[src/rtl/btb_pkg.sv]
package btb_pkg;

  localparam int NUM_WAYS = 2;

  // Strobes from control to datapath for one update cycle
  typedef struct packed {
    logic       wrEn;      // write target and counter of wrWay
    logic       alloc;     // also write tag and set valid
    logic       wrWay;     // way selected for the write
    logic [1:0] ctrNext;   // counter value to store
    logic       lruTouch;  // mark wrWay most recently used
  } btbStrobe_t;

endpackage

[src/rtl/btb_datapath.sv]
module btb_datapath
  import btb_pkg::*;
#(
  parameter int PC_W   = 32,
  parameter int IDX_W  = 4,
  parameter bit USE_CTR = 1'b1
) (
  input  logic                clk,
  input  logic                rstN,
  input  logic [PC_W-1:0]     lkPc,
  output logic                lkHit,
  output logic                lkTaken,
  output logic [PC_W-1:0]     lkTarget,
  output logic [PC_W-1:0]     lkNextPc,
  input  logic [PC_W-1:0]     upPc,
  input  logic [PC_W-1:0]     upTarget,
  output logic [NUM_WAYS-1:0] upHitVec,
  output logic [NUM_WAYS-1:0] upValidVec,
  output logic                upLruWay,
  output logic [1:0]          upHitCtr,
  input  btbStrobe_t          strobe
);
  localparam int SETS  = 1 << IDX_W;
  localparam int OFS   = 2;
  localparam int TAG_W = PC_W - IDX_W - OFS;

  logic [NUM_WAYS-1:0] validQ [SETS];
  logic [TAG_W-1:0]    tagQ   [SETS][NUM_WAYS];
  logic [PC_W-1:0]     tgtQ   [SETS][NUM_WAYS];
  logic [1:0]          ctrQ   [SETS][NUM_WAYS];
  logic [SETS-1:0]     lruQ;   // per set: way to evict next

  logic [IDX_W-1:0]    lkIdx, upIdx;
  logic [TAG_W-1:0]    lkTag, upTag;
  logic [NUM_WAYS-1:0] lkHitVec;
  logic [PC_W-1:0]     selTgt;
  logic                selHi;

  assign lkIdx = lkPc[OFS +: IDX_W];
  assign lkTag = lkPc[PC_W-1 -: TAG_W];
  assign upIdx = upPc[OFS +: IDX_W];
  assign upTag = upPc[PC_W-1 -: TAG_W];

  for (genvar w = 0; w < NUM_WAYS; w++) begin : g_way
    assign lkHitVec[w]   = validQ[lkIdx][w] && (tagQ[lkIdx][w] == lkTag);
    assign upHitVec[w]   = validQ[upIdx][w] && (tagQ[upIdx][w] == upTag);
    assign upValidVec[w] = validQ[upIdx][w];
  end

  assign upLruWay = lruQ[upIdx];

  always_comb begin
    selTgt   = '0;
    selHi    = 1'b0;
    upHitCtr = 2'b00;
    for (int w = 0; w < NUM_WAYS; w++) begin
      if (lkHitVec[w]) begin
        selTgt = tgtQ[lkIdx][w];
        selHi  = ctrQ[lkIdx][w][1];
      end
      if (upHitVec[w]) upHitCtr = ctrQ[upIdx][w];
    end
  end

  assign lkHit    = |lkHitVec;
  assign lkTarget = selTgt;

  if (USE_CTR) begin : g_ctrGate
    assign lkTaken = lkHit && selHi;
  end else begin : g_hitOnly
    assign lkTaken = lkHit;
  end

  assign lkNextPc = lkTaken ? selTgt : lkPc + PC_W'(4);

  // Valid bits and recency, reset
  always_ff @(posedge clk or negedge rstN) begin
    if (!rstN) begin
      for (int s = 0; s < SETS; s++) validQ[s] <= '0;
      lruQ <= '0;
    end else begin
      if (strobe.wrEn && strobe.alloc) validQ[upIdx][strobe.wrWay] <= 1'b1;
      if (strobe.lruTouch) lruQ[upIdx] <= ~strobe.wrWay;
    end
  end

  // Payload storage, not reset (guarded by valid)
  always_ff @(posedge clk) begin
    if (strobe.wrEn) begin
      tgtQ[upIdx][strobe.wrWay] <= upTarget;
      ctrQ[upIdx][strobe.wrWay] <= strobe.ctrNext;
      if (strobe.alloc) tagQ[upIdx][strobe.wrWay] <= upTag;
    end
  end


  lk_onehot_chk: assert property (@(posedge clk) disable iff (!rstN)
    $onehot0(lkHitVec));


  same_addr_chk: assert property (@(posedge clk) disable iff (!rstN)
    (lkPc[PC_W-1:OFS] == upPc[PC_W-1:OFS]) |-> (lkHitVec == upHitVec));


  miss_seq_chk: assert property (@(posedge clk) disable iff (!rstN)
    !lkHit |-> (!lkTaken && lkNextPc == lkPc + PC_W'(4)));


  taken_needs_hit_chk: assert property (@(posedge clk) disable iff (!rstN)
    lkTaken |-> lkHit);


  alloc_valid_chk: assert property (@(posedge clk) disable iff (!rstN)
    (strobe.wrEn && strobe.alloc) |=> validQ[$past(upIdx)][$past(strobe.wrWay)]);


  lru_flip_chk: assert property (@(posedge clk) disable iff (!rstN)
    strobe.lruTouch |=> (lruQ[$past(upIdx)] != $past(strobe.wrWay)));

endmodule

[src/rtl/btb_control.sv]
module btb_control
  import btb_pkg::*;
(
  input  logic                clk,
  input  logic                rstN,
  input  logic                upValid,
  input  logic                upTaken,
  input  logic [NUM_WAYS-1:0] upHitVec,
  input  logic [NUM_WAYS-1:0] upValidVec,
  input  logic                upLruWay,
  input  logic [1:0]          upHitCtr,
  output btbStrobe_t          strobe
);
  logic anyHit, hitWay, victim;
  logic [1:0] trained;

  assign anyHit = |upHitVec;
  assign hitWay = upHitVec[1];

  always_comb begin
    if (!upValidVec[0])      victim = 1'b0;
    else if (!upValidVec[1]) victim = 1'b1;
    else                     victim = upLruWay;
  end

  always_comb begin
    if (upTaken) trained = (upHitCtr == 2'b11) ? 2'b11 : upHitCtr + 2'd1;
    else         trained = (upHitCtr == 2'b00) ? 2'b00 : upHitCtr - 2'd1;
  end

  always_comb begin
    strobe.alloc    = upValid && !anyHit && upTaken;
    strobe.wrEn     = upValid && (anyHit || upTaken);
    strobe.wrWay    = anyHit ? hitWay : victim;
    strobe.ctrNext  = anyHit ? trained : 2'b10;
    strobe.lruTouch = strobe.wrEn;
  end


  no_nt_alloc_chk: assert property (@(posedge clk) disable iff (!rstN)
    (upValid && !upTaken && !anyHit) |-> !strobe.wrEn);


  fill_empty_chk: assert property (@(posedge clk) disable iff (!rstN)
    (strobe.alloc && !(&upValidVec)) |-> !upValidVec[strobe.wrWay]);


  ctr_sat_chk: assert property (@(posedge clk) disable iff (!rstN)
    (upValid && anyHit && upTaken && upHitCtr == 2'b11) |-> strobe.ctrNext == 2'b11);

endmodule

[src/rtl/branch_target_buffer.sv]
module branch_target_buffer
  import btb_pkg::*;
#(
  parameter int PC_W    = 32,
  parameter int IDX_W   = 4,
  parameter bit USE_CTR = 1'b1
) (
  input  logic            clk,
  input  logic            rstN,
  input  logic [PC_W-1:0] lkPc,
  output logic            lkHit,
  output logic            lkTaken,
  output logic [PC_W-1:0] lkTarget,
  output logic [PC_W-1:0] lkNextPc,
  input  logic            upValid,
  input  logic [PC_W-1:0] upPc,
  input  logic [PC_W-1:0] upTarget,
  input  logic            upTaken
);
  btbStrobe_t          strobe;
  logic [NUM_WAYS-1:0] upHitVec, upValidVec;
  logic                upLruWay;
  logic [1:0]          upHitCtr;

  btb_datapath #(.PC_W(PC_W), .IDX_W(IDX_W), .USE_CTR(USE_CTR)) datapath_i (
    .clk(clk), .rstN(rstN),
    .lkPc(lkPc), .lkHit(lkHit), .lkTaken(lkTaken),
    .lkTarget(lkTarget), .lkNextPc(lkNextPc),
    .upPc(upPc), .upTarget(upTarget),
    .upHitVec(upHitVec), .upValidVec(upValidVec),
    .upLruWay(upLruWay), .upHitCtr(upHitCtr),
    .strobe(strobe)
  );

  btb_control control_i (
    .clk(clk), .rstN(rstN),
    .upValid(upValid), .upTaken(upTaken),
    .upHitVec(upHitVec), .upValidVec(upValidVec),
    .upLruWay(upLruWay), .upHitCtr(upHitCtr),
    .strobe(strobe)
  );

endmodule

[config.mk]
export PLATFORM = sky130hd
export DESIGN_NAME = branch_target_buffer
export DESIGN_NICKNAME = d
export VERILOG_FILES = /design/src/rtl/btb_pkg.sv /design/src/rtl/btb_datapath.sv /design/src/rtl/btb_control.sv /design/src/rtl/branch_target_buffer.sv
export SDC_FILE = /design/constraint.sdc
export NUM_CORES = 2
export LEC_CHECK = 0
export BUFFER_PORTS_ARGS = -buffer_cell sky130_fd_sc_hd__buf_2
export CAP_MARGIN = 15
export CORE_AREA = 2 2 420 422
export DETAILED_ROUTE_END_ITERATION = 16
export DIE_AREA = 0 0 422 424
export PLACE_DENSITY_LB_ADDON = 0.3
export SYNTH_ARGS = -nofsm -noshare
export SYNTH_HDL_FRONTEND = slang
export SYNTH_SLANG_ARGS = --single-unit
[constraint.sdc]
create_clock -name clk -period 5.4 [get_ports clk]
set_input_delay 0.54 -clock clk [delete_from_list [all_inputs] [get_ports clk]]
set_output_delay 0.54 -clock clk [all_outputs]
set_load 0.01 [all_outputs]
==> flow_summary.json <==
{
  "grt_antenna_before_repair": 24,
  "p_sw_frac": 0.231,
  "power.share.combinational": 0.087,
  "grt_start_max_net_pins": 146,
  "die-area_um2": 179000,
  "clock_tree.buffer_depth": 3,
  "clock-root-buffer": "clkbuf_16",
  "final_cell_area_excluding_filler_cells_um2": 101000,
  "pwr-share-seq": 0.510,
  "leakagePower_uw": 0.0332,
  "number_of_distinct_library_cells_after_synthesis": 87,
  "place_congestion": 0.996,
  "finalCoreUtilization": 0.580,
  "die_w_um": 422,
  "hold_viol": 0,
  "clock_power_share": 0.403,
  "cts-buffers-inserted": 192,
  "globalRouteOverflowTotal": 0,
  "grt_setup_unrepaired": "no",
  "final_layout_size_suffix_gt1_frac": 0.333,
  "multiInputGateArea_um2": 26800,
  "number_of_synthesized_flops_with_an_enable_pin": 1920,
  "number_of_remaining_drc_errors": 0,
  "place_hpwl_um": 181000,
  "initial_core_util": 0.496,
  "critPathArrivalTime_ns": 4.76,
  "period_share": 0.982,
  "global_route_usage_over_all_layers": 0.303,
  "synth.top_cells.by_count": "edfxtp_1, mux4_2, mux2i_1, nand2_1, clkbuf_1",
  "setup-violations-final": 0,
  "postSynthCellCount": 4472,
  "path_max_fanout": 33,
  "drt_first_iter_violations": 7333,
  "clkTransAtPathRegs_ns": 0.06,
  "worstPathRequired_ns": 4.86,
  "outcome": "complete, no violations",
  "clock.fmax_mhz": 189,
  "ys_top_cells_by_area": "edfxtp_1, mux4_2, mux2i_1, dfrtp_1, xnor2_1",
  "asyncSetResetFlopFracSynth": 0.0244,
  "numPortBuffers": 163,
  "synth_top_area_share": 0.664,
  "place_worst_setup_slack_ns": -0.131,
  "top_level_i_o_count": 166,
  "cts_max_level": 4,
  "synthesis.area_um2": 86800,
  "placementRows": 154,
  "tritonroute_pass_1_iters": 6,
  "placement.cell_area_um2": 95000,
  "syn-num-nets": 4573,
  "grt_pass1_vias": 50200,
  "post_cts_buffers": 0,
  "global_route_wire_length_before_repair_um": 381000,
  "synth-main-ff-cell": "edfxtp_1",
  "finClkSkew_ns": 0.0653,
  "yosys_register_bits": 1968,
  "worstSetupEndpointType": "output port",
  "slew_violations": 0,
  "clkSinkCount": 1968,
  "areaGrowthSynthToFinish_pct": 17.0,
  "fp.dieH_um": 424,
  "worst-slew-pin-transition_ns": 1.11,
  "internal_portion_of_total_power_uw": 25700,
  "routed_wire_length_per_instance_um": 36.4,
  "pwr_density_cell_nw_per_um2": 329,
  "wl_um": 271000,
  "layout.nets": 5039,
  "postSynthAreaPerCell_um2": 19.4,
  "maxSlewHeadroom": 0.260,
  "fin_ws_ns": 0.0976,
  "cap_viol_max_count": 0,
  "timing.hold.worst.class": "in2reg",
  "placeableCoreArea_um2": 175000,
  "fillerInstances": 12800,
  "yosysSeqAreaShare": 0.678,
  "synth_largest_area_cell": "edfxtp_1",
  "viasPerCell": 6.76,
  "tritoncts": "done",
  "timing.final.crit_period_ns": 5.30,
  "synth.most_common_cell": "edfxtp_1",
  "via_count": 50300,
  "synth.yosys.warnings": 0,
  "worstSetupStartpointType": "register",
  "clk_latency_ns": 0.86,
  "register_area_um2": 58900,
  "drtAntennaViolNets": 0,
  "crit_type": "reg2out",
  "peakVddDrop_mv": 0.338,
  "setup_tns_ns": 0,
  "switchingPower_uw": 7690,
  "report.power.total_uw": 33400
}
-- power by group through the flow --
| stage | logic, µW | registers (µW) | clock network, µW |
|---|---|---|---|
| 3_5_place_dp | 2850 | 17400 | 0 |
| 5_1_grt | 3020 | 17000 | 14200 |
| 2_1_floorplan | 1610 | 17300 | 0 |
| 6_report | 2900 | 17000 | 13400 |
| 3_3_place_gp | 2810 | 17300 | 0 |
| 4_1_cts | 2870 | 17000 | 13600 |
-- through the flow --
step,hold WS [ns],cells
after floorplan,0.244,4472
after global placement,0.472,7081
after detailed placement,0.479,7082
after CTS,0.00469,7436
after global routing,0.0326,7440
final,0.0484,7443
-- cell type report --
type	count	share of cell area
clock buffers	248	0.0499
repair buffers	589	0.0633
flip-flops and latches	1968	0.580
multi-input cells	2135	0.264
inverters	52	0.00192
diodes	6	0.000148
well taps	2340	0.0288
clock inverters	105	0.0119
-- timing repair --
action / 4_1_cts / 5_1_grt
gates resized for setup: 8 / 16
endpoints found under the hold margin: 48 / 0
hold buffers: 1 / 0
pin swaps: 0 / 0
endpoints found under the setup margin: 40 / 35
-- sequential cells by signal, summed over array words and instances, names as in the netlist --
register           cells
datapath_i.tgtQ     1024
datapath_i.validQ     32
datapath_i.ctrQ       64
datapath_i.lruQ       16
datapath_i.tagQ      832
-- worst max-delay path, cell delays in order, from the launching register on --
cell and delay [ns]:
edfxtp_1 0.41, mux4_2 0.48, mux4_2 0.57, xor2_1 0.40, nor4_1 0.10, and4_2 0.34
and3_2 0.25, buf_12 0.16, o41ai_4 0.39, buf_12 0.29, mux2_2 0.37, buf_2 0.14
-- final timing paths --
path / startpoint / endpoint / slack (ns) / depth (start not counted)
setup / recovery: datapath_i.tagQ[11][14] / lkNextPc[1] / 0.1 / 11
min in group asynchronous: rstN / datapath_i.lruQ[9] / 0.14 / 2
hold reg to reg: datapath_i.validQ[2] / datapath_i.validQ[2] / 0.50 / 1
hold / removal: upPc[30] / datapath_i.tagQ[15][50] / 0.05 / 1
setup reg to reg: datapath_i.tagQ[2][20] / datapath_i.tgtQ[2][27] / 0.67 / 13
max in group asynchronous: rstN / datapath_i.validQ[24] / 4.79 / 3
-- cell usage in the layout, fill, tap and decap left out, types with 29 or more instances in the layout --
cell type / n
xor2_1: 29
clkbuf_16: 194
a221oi_1: 31
a22o_1: 30
nor2_4: 49
edfxtp_1: 1920
mux2_2: 43
buf_12: 186
nand4_1: 53
clkinv_2: 32
mux2i_1: 271
mux2_1: 29
buf_4: 238
a21oi_1: 56
buf_2: 155
clkbuf_1: 53
o22ai_1: 41
nor2_1: 60
dfrtp_1: 48
o21ai_0: 43
xnor2_1: 85
nand2_1: 140
inv_1: 47
clkinv_1: 37
nand3_1: 53
mux4_2: 685
a22oi_1: 72
o21bai_1: 33
-- per-layer routing --
metal  share of wire  routed length (µm)  vias up  track usage
met2            0.47              127000     3292        0.477
met5         0.00044                 118        -            0
li1                -                   -    19900            -
met1            0.36               96900    26400        0.398
met4           0.060               16200       18        0.153
met3            0.11               30200      727       0.0715
-- kinds of logic after synthesis --
family | synth area share
AO/OA/AOI/OAI | 0.0403
XOR/XNOR | 0.0115
adder cells (fa/ha/maj) | 0.000490
buffers and inverters | 0.0207
flip-flops | 0.678
multiplexers | 0.219
AND/OR/NAND/NOR | 0.0302
No activity file was read; power rests on OpenSTA's default activity.
